### src/rtl/zero_run_pkg.sv
package zero_run_pkg;
  // Default word width of the validator
  localparam int unsigned ZR_WIDTH_DEF = 8;

  // Width needed to hold a count from 0 to W inclusive
  function automatic int unsigned zr_cnt_bits(input int unsigned w);
    return $clog2(w + 1);
  endfunction
endpackage

### src/rtl/zero_run_edge_scan.sv
// Marks every bit where a zero group begins, scanning from the MSB down.
// A virtual one sits above the MSB, so a zero at the top starts a group.
module zero_run_edge_scan #(
  parameter int unsigned WIDTH = 8
) (
  input  logic [WIDTH-1:0] word,
  output logic [WIDTH-1:0] fall
);
  logic [WIDTH:0] ext;

  assign ext = {1'b1, word};

  genvar gi;
  generate
    for (gi = 0; gi < WIDTH; gi++) begin : g_fall
      assign fall[gi] = ext[gi+1] & ~ext[gi];
    end
  endgenerate
endmodule

### src/rtl/zero_run_multi_detect.sv
// Flags when more than one group-start marker is set.
module zero_run_multi_detect #(
  parameter int unsigned WIDTH = 8
) (
  input  logic [WIDTH-1:0] fall,
  output logic             multi
);
  logic [WIDTH:0] seen_above;
  logic [WIDTH-1:0] clash;

  assign seen_above[WIDTH] = 1'b0;

  genvar gi;
  generate
    for (gi = WIDTH - 1; gi >= 0; gi--) begin : g_chain
      assign clash[gi]      = fall[gi] & seen_above[gi+1];
      assign seen_above[gi] = seen_above[gi+1] | fall[gi];
    end
  endgenerate

  assign multi = |clash;
endmodule

### src/rtl/zero_run_len_count.sv
// Counts the zero bits of the word. When the zeros form a single group,
// this equals the length of that group.
module zero_run_len_count #(
  parameter int unsigned WIDTH = 8,
  localparam int unsigned CNT_W = zero_run_pkg::zr_cnt_bits(WIDTH)
) (
  input  logic [WIDTH-1:0] word,
  output logic [CNT_W-1:0] zeros
);
  always_comb begin
    zeros = '0;
    for (int i = 0; i < WIDTH; i++) begin
      zeros = zeros + {{(CNT_W-1){1'b0}}, ~word[i]};
    end
  end
endmodule

### src/rtl/zero_run_check.sv
// Single zero-run validator: legality flag plus run length, fully combinational.
module zero_run_check #(
  parameter int unsigned WIDTH = zero_run_pkg::ZR_WIDTH_DEF,
  localparam int unsigned CNT_W = zero_run_pkg::zr_cnt_bits(WIDTH)
) (
  input  logic [WIDTH-1:0] word_in,
  output logic [CNT_W-1:0] zero_count,
  output logic             run_err
);
  logic [WIDTH-1:0] fall_mark;
  logic             split_word;
  logic [CNT_W-1:0] raw_zeros;

  zero_run_edge_scan #(.WIDTH(WIDTH)) u_scan (
    .word (word_in),
    .fall (fall_mark)
  );

  zero_run_multi_detect #(.WIDTH(WIDTH)) u_multi (
    .fall  (fall_mark),
    .multi (split_word)
  );

  zero_run_len_count #(.WIDTH(WIDTH)) u_len (
    .word  (word_in),
    .zeros (raw_zeros)
  );

  assign run_err    = split_word;
  assign zero_count = split_word ? '0 : raw_zeros;
endmodule

### config.mk
export PLATFORM = sky130hd
export DESIGN_NAME = zero_run_check
export DESIGN_NICKNAME = d
export VERILOG_FILES = /design/src/rtl/zero_run_pkg.sv /design/src/rtl/zero_run_edge_scan.sv /design/src/rtl/zero_run_multi_detect.sv /design/src/rtl/zero_run_len_count.sv /design/src/rtl/zero_run_check.sv
export SDC_FILE = /design/constraint.sdc
export NUM_CORES = 1
export LEC_CHECK = 0
export BUFFER_PORTS_ARGS = -buffer_cell sky130_fd_sc_hd__buf_2
export CORE_AREA = 2 2 39 41
export DETAILED_ROUTE_END_ITERATION = 10
export DIE_AREA = 0 0 41 43
export GPL_ROUTABILITY_DRIVEN = 0
export PLACE_DENSITY = 0.54
export SLEW_MARGIN = 40
export SYNTH_ARGS = -nofsm -noshare
export SYNTH_HDL_FRONTEND = slang
export SYNTH_SLANG_ARGS = --single-unit
### constraint.sdc
create_clock -name vclk -period 3.8
set_input_delay 0.76 -clock vclk [all_inputs]
set_output_delay 0.76 -clock vclk [all_outputs]
set_load 0.005 [all_outputs]
---- Yosys cells after proc, flatten, opt, wreduce, memory -nomap -nowiden ----
Cells that the tools add are included.
Widths: inputs -> output; s select.
operators by class
  bitwise logic cells ..................... 28
  add/subtract/negate cells ............... 7
  multiplexer cells ....................... 1
  reductions and logical operators ........ 1
operator list
  operator         count
  $add 4x1->4      6
  $and 1x1->1      14
  $not 1->1        8
  $reduce_or 7->1  1
  $or 1x1->1       6
  $mux 4           1
  $add 1x1->2      1
storage, ports and cells
  register bits ........................... 0
  input port bits ......................... 8
  logic and storage cells ................. 37

---- Depth between registers and ports, before layout ----
  word-level depth ........................ 11
  depth in mapped cells ................... 8
  gate-level depth less buffers ........... 8

---- Cells and area by module ----
From an unflattened synthesis, not the netlist that was laid out.
unflattened totals
  cell total of the unflattened synthesis .. 41
  area, all modules ....................... 317.8 sq um
by module, submodules not included
  module                 area an instance (sq um)  sequential area each (sq um)  times used  cells each
  zero_run_len_count     178.9                     0.0                           1           21
  zero_run_multi_detect  66.3                      0.0                           1           8
  zero_run_edge_scan     47.5                      0.0                           1           8
  zero_run_check         25.0                      0.0                           1           4

---- Worst setup path before layout ----
Ideal clock, no wire load.
  kind .................................... input port to output port
  start point ............................. in word_in[0]
  end point ............................... out zero_count[2]
  data required time ...................... 3.040 ns
  data arrival time ....................... 3.176 ns
  stages on the path ...................... 8
  path slack .............................. -0.136 ns
  buffers on the path ..................... 0
  cells stage by stage .................... inv_1 -> ha_1 -> fa_1 -> fa_1 -> fa_1 -> fa_1 -> xnor2_1 -> a21oi_1
on the way
  longest elaborated chain between the ends .. 9
  elaborated cells between the ends (all ways) .. 12
  those cells by class .................... 7 x add/sub; 1 x mux; 3 x bitwise; 1 x reduce/logical
ends and longest elaborated chain
  element                    RTL line                                            RTL
  start: declaration         zero_run_check.sv:6                                 input logic [WIDTH-1:0] word_in,
  $not 1->1 (*)              zero_run_edge_scan.sv:16, zero_run_len_count.sv:13
  $add 1x1->2                zero_run_len_count.sv:13                            zeros = zeros + {{(CNT_W-1){1'b0}}, ~word[i]};
  $add 4x1->4 (6 in series)  zero_run_len_count.sv:13
  $mux 4 (*)                 zero_run_check.sv:30                                assign zero_count = split_word ? '0 : raw_zeros;
  end: declaration           zero_run_check.sv:7                                 output logic [CNT_W-1:0] zero_count,
Mark *: on every way between the ends. The rest lies on a longest branch, timed or not.

---- Worst setup path after layout ----
  start point ............................. in word_in[1]
  end point ............................... out zero_count[1]
on the way
  longest elaborated chain between the ends .. 9
  elaborated cells between the ends (all ways) .. 15
  those cells by class .................... 7 x add/sub; 1 x mux; 6 x bitwise; 1 x reduce/logical
ends and longest elaborated chain
  element                    RTL line
  $not 1->1                  zero_run_edge_scan.sv:16, zero_run_len_count.sv:13
  $add 1x1->2                zero_run_len_count.sv:13
  $add 4x1->4 (6 in series)  zero_run_len_count.sv:13
  $mux 4 (*)                 zero_run_check.sv:30
Marks and branches as above.

==> impl_results.md <==
* Post-Layout Cell Count at 68
* Unrepaired setup endpoints after global routing: true
* Number of placement rows at 14
* Via count at 300
* Number of pins exceeding their max-slew limit in the final report at 0
* Net count, final at 70
* CP Data Arrival Time at 3.14 ns
* Synth Area in Simple Gates at 0.214
* Placed cell count at 67
* Post-layout total power at 0.0673 mW
* Ratio of routed vias to standard cells at 4.41
* Global-route wire length before repair at 986 um
* Cell count after synthesis at 36
* Per-cell routed wire length at 8.40 um
* Kind of critical path: in -> out
* Die Span X at 41 um
* Leakage at 0.216 nW
* Fin crit period at 3.90 ns
* Relative max-transition margin at 0.845
* I/O Buffers at 13
* Mux contribution to synthesized area at 0
* Starting density of the core at 0.207
* Synthesis warning total at 0
* Post-route ant nets at 0
* Hold Fails Final Rpt at 0
* Global routing usage summed across all routing layers at 0.0756
* Worst Path Required at 3.04 ns
* Register cell area after layout at 0 um^2
* Largest net degree at the start of global routing at 6
* Number of library cell types mapped by synthesis at 18
* Worst-path maximum fanout at 2
* Class of the worst hold path: in -> out
* Violated checks: setup timing
* Layout clock buffers at 0
* Die Y-Extent at 43 um
* Fillers at 152
* Area of the placeable core at 1380 um^2
* Max-cap violations at 0
* Number of setup violations in the final report at 2
* Crit path to: zero_count[1]
* Length of routed met3 wiring at 29 um
* Peak supply drop at 0.0000350 V
* Seq_cells at 0
* Post-Syn Area at 287 um^2
* XOR/XNOR share of the synthesized area at 0.0306
* Total detailed-routing wirelength at 571 um
* Post-route setup slack at -0.103 ns
* Period utilisation layout at 1.03
* Number of iterations in the first detailed-routing pass at 4
* Post-synthesis share of cell area spent on full adders, half adders and majority gates at 0.454
* Top routing layer in use: met3
* Initial DRC Count at 5
* Area of the die at 1760 um^2
* Largest family of logic cells by synthesized area: adder cells
* HPWL Detailed at 487 um
* Startpoint Class: input pin
* Number of inserted diodes at 0
* Number of global-route vias before repair at 272
* Antenna violations before repair at 0
* Sequential fraction of the synthesis area at 0
* Crit. Startpoint: word_in[1]
* Fmax at 0.256 GHz
* Fraction of final layout cells sized beyond drive strength 1 at 0.423
* Pin slew with the least headroom to its limit at 0.232 ns
* Met2 Routed Length at 300 um
* Outcome: finished with violations
* Synthesized-area fraction occupied by ao, oa, aoi and oai cells at 0.197
* Syn_nets at 52
* Number of remaining DRC errors at 0
* Power density normalized to cell area at 155 nW/um^2
* Average size of a mapped cell at 7.96 um^2
* Area added between synthesis and finish at 51.1%
* Routed length on met1 at 241 um
* Crit path capture type: output port
* Io pins at 13
* Leftover overflow at the end of global routing at 0
per-stage QoR:
stage	area, um^2	setup TNS, ns	hold WS, ns	util	setup WS, ns
after detailed placement	393	-0.486	2.00	0.284	-0.253
final	433	-0.135	1.99	0.313	-0.103
after CTS	425	-0.283	2.01	0.307	-0.175
after floorplan	293	-0.0241	1.71	-	-0.0241
after global placement	393	-0.465	2.01	0.284	-0.239
after global routing	433	-0.281	2.06	0.313	-0.176
worst min-delay path by stage:
stage	start	endpoint	slack (ns)	depth (start not counted)
after floorplan	word_in[2]	zero_count[1]	1.71	2
after detailed placement	word_in[2]	zero_count[1]	2.00	4
after global routing	word_in[2]	zero_count[1]	2.06	4
after global placement	word_in[2]	zero_count[1]	2.01	4
final	word_in[2]	zero_count[1]	1.99	4
after CTS	word_in[2]	zero_count[1]	2.01	4
cells in the final DEF, fill, tap and decap left out, types with 2 or more instances in the layout:
cell type / instances
nand2_1: 3
buf_6: 2
fa_2: 2
fa_1: 2
inv_1: 6
buf_2: 11
ha_1: 3
buf_4: 3
inv_4: 2
a21oi_1: 3
critical path, cell delays in order:
cell	delay (ns)
buf_6	0.10
inv_4	0.05
ha_4	0.19
fa_1	0.49
fa_1	0.43
fa_2	0.37
fa_2	0.52
a21boi_2	0.13
buf_2	0.11
cell type report:
cell class                      instances  area, um^2  share of cell area
Timing Repair Buffer                   16         100               0.231
Inverter                                8        35.0              0.0809
Tap cell                               16        20.0              0.0462
Multi-Input combinational cell         28         278               0.642
kinds of logic (layout without fill, tap and decap cells):
group,after synthesis,count (layout)
adders and majority gates,8,8
AOI/OAI and AO/OA,8,8
buffers and inverters,8,24
and+or+nand+nor,11,11
xor gates and xnor gates,1,1
timing repair:
action / CTS / global route
resized for setup: 8 / 0
pin swaps: 5 / 2
setup buffers: 0 / 1
endpoints found under the hold margin: 0 / 0
setup endpoints to repair: 2 / 2
hold buffers: 0 / 0
per-layer routing:
metal / vias up / track usage
met5: - / 0
met4: 0 / 0
met3: 0 / 0
met2: 6 / 0.150
met1: 140 / 0.0879
li1: 154 / -
report_power, final:
group | leakage (nW) | switching, mW | internal [mW]
Sequential | 0 | 0 | 0
Clock | 0 | 0 | 0
Combinational | 0.216 | 0.0291 | 0.0382
synthesized netlist by cell type (all sizes together):
cell type,number,area share
and4,1,0.031
inv,8,0.10
a21o,1,0.026
a21oi,3,0.052
fa,4,0.28
a21boi,2,0.052
nand2,3,0.039
nand4,1,0.022
o31a,1,0.031
nor2b,1,0.022
or2,1,0.022
nand3b,1,0.026
nand3,1,0.017
ha,4,0.17
nor2,1,0.013
a32o,1,0.035
and2,1,0.022
xnor2,1,0.031
No activity file was read; power rests on OpenSTA's default activity.
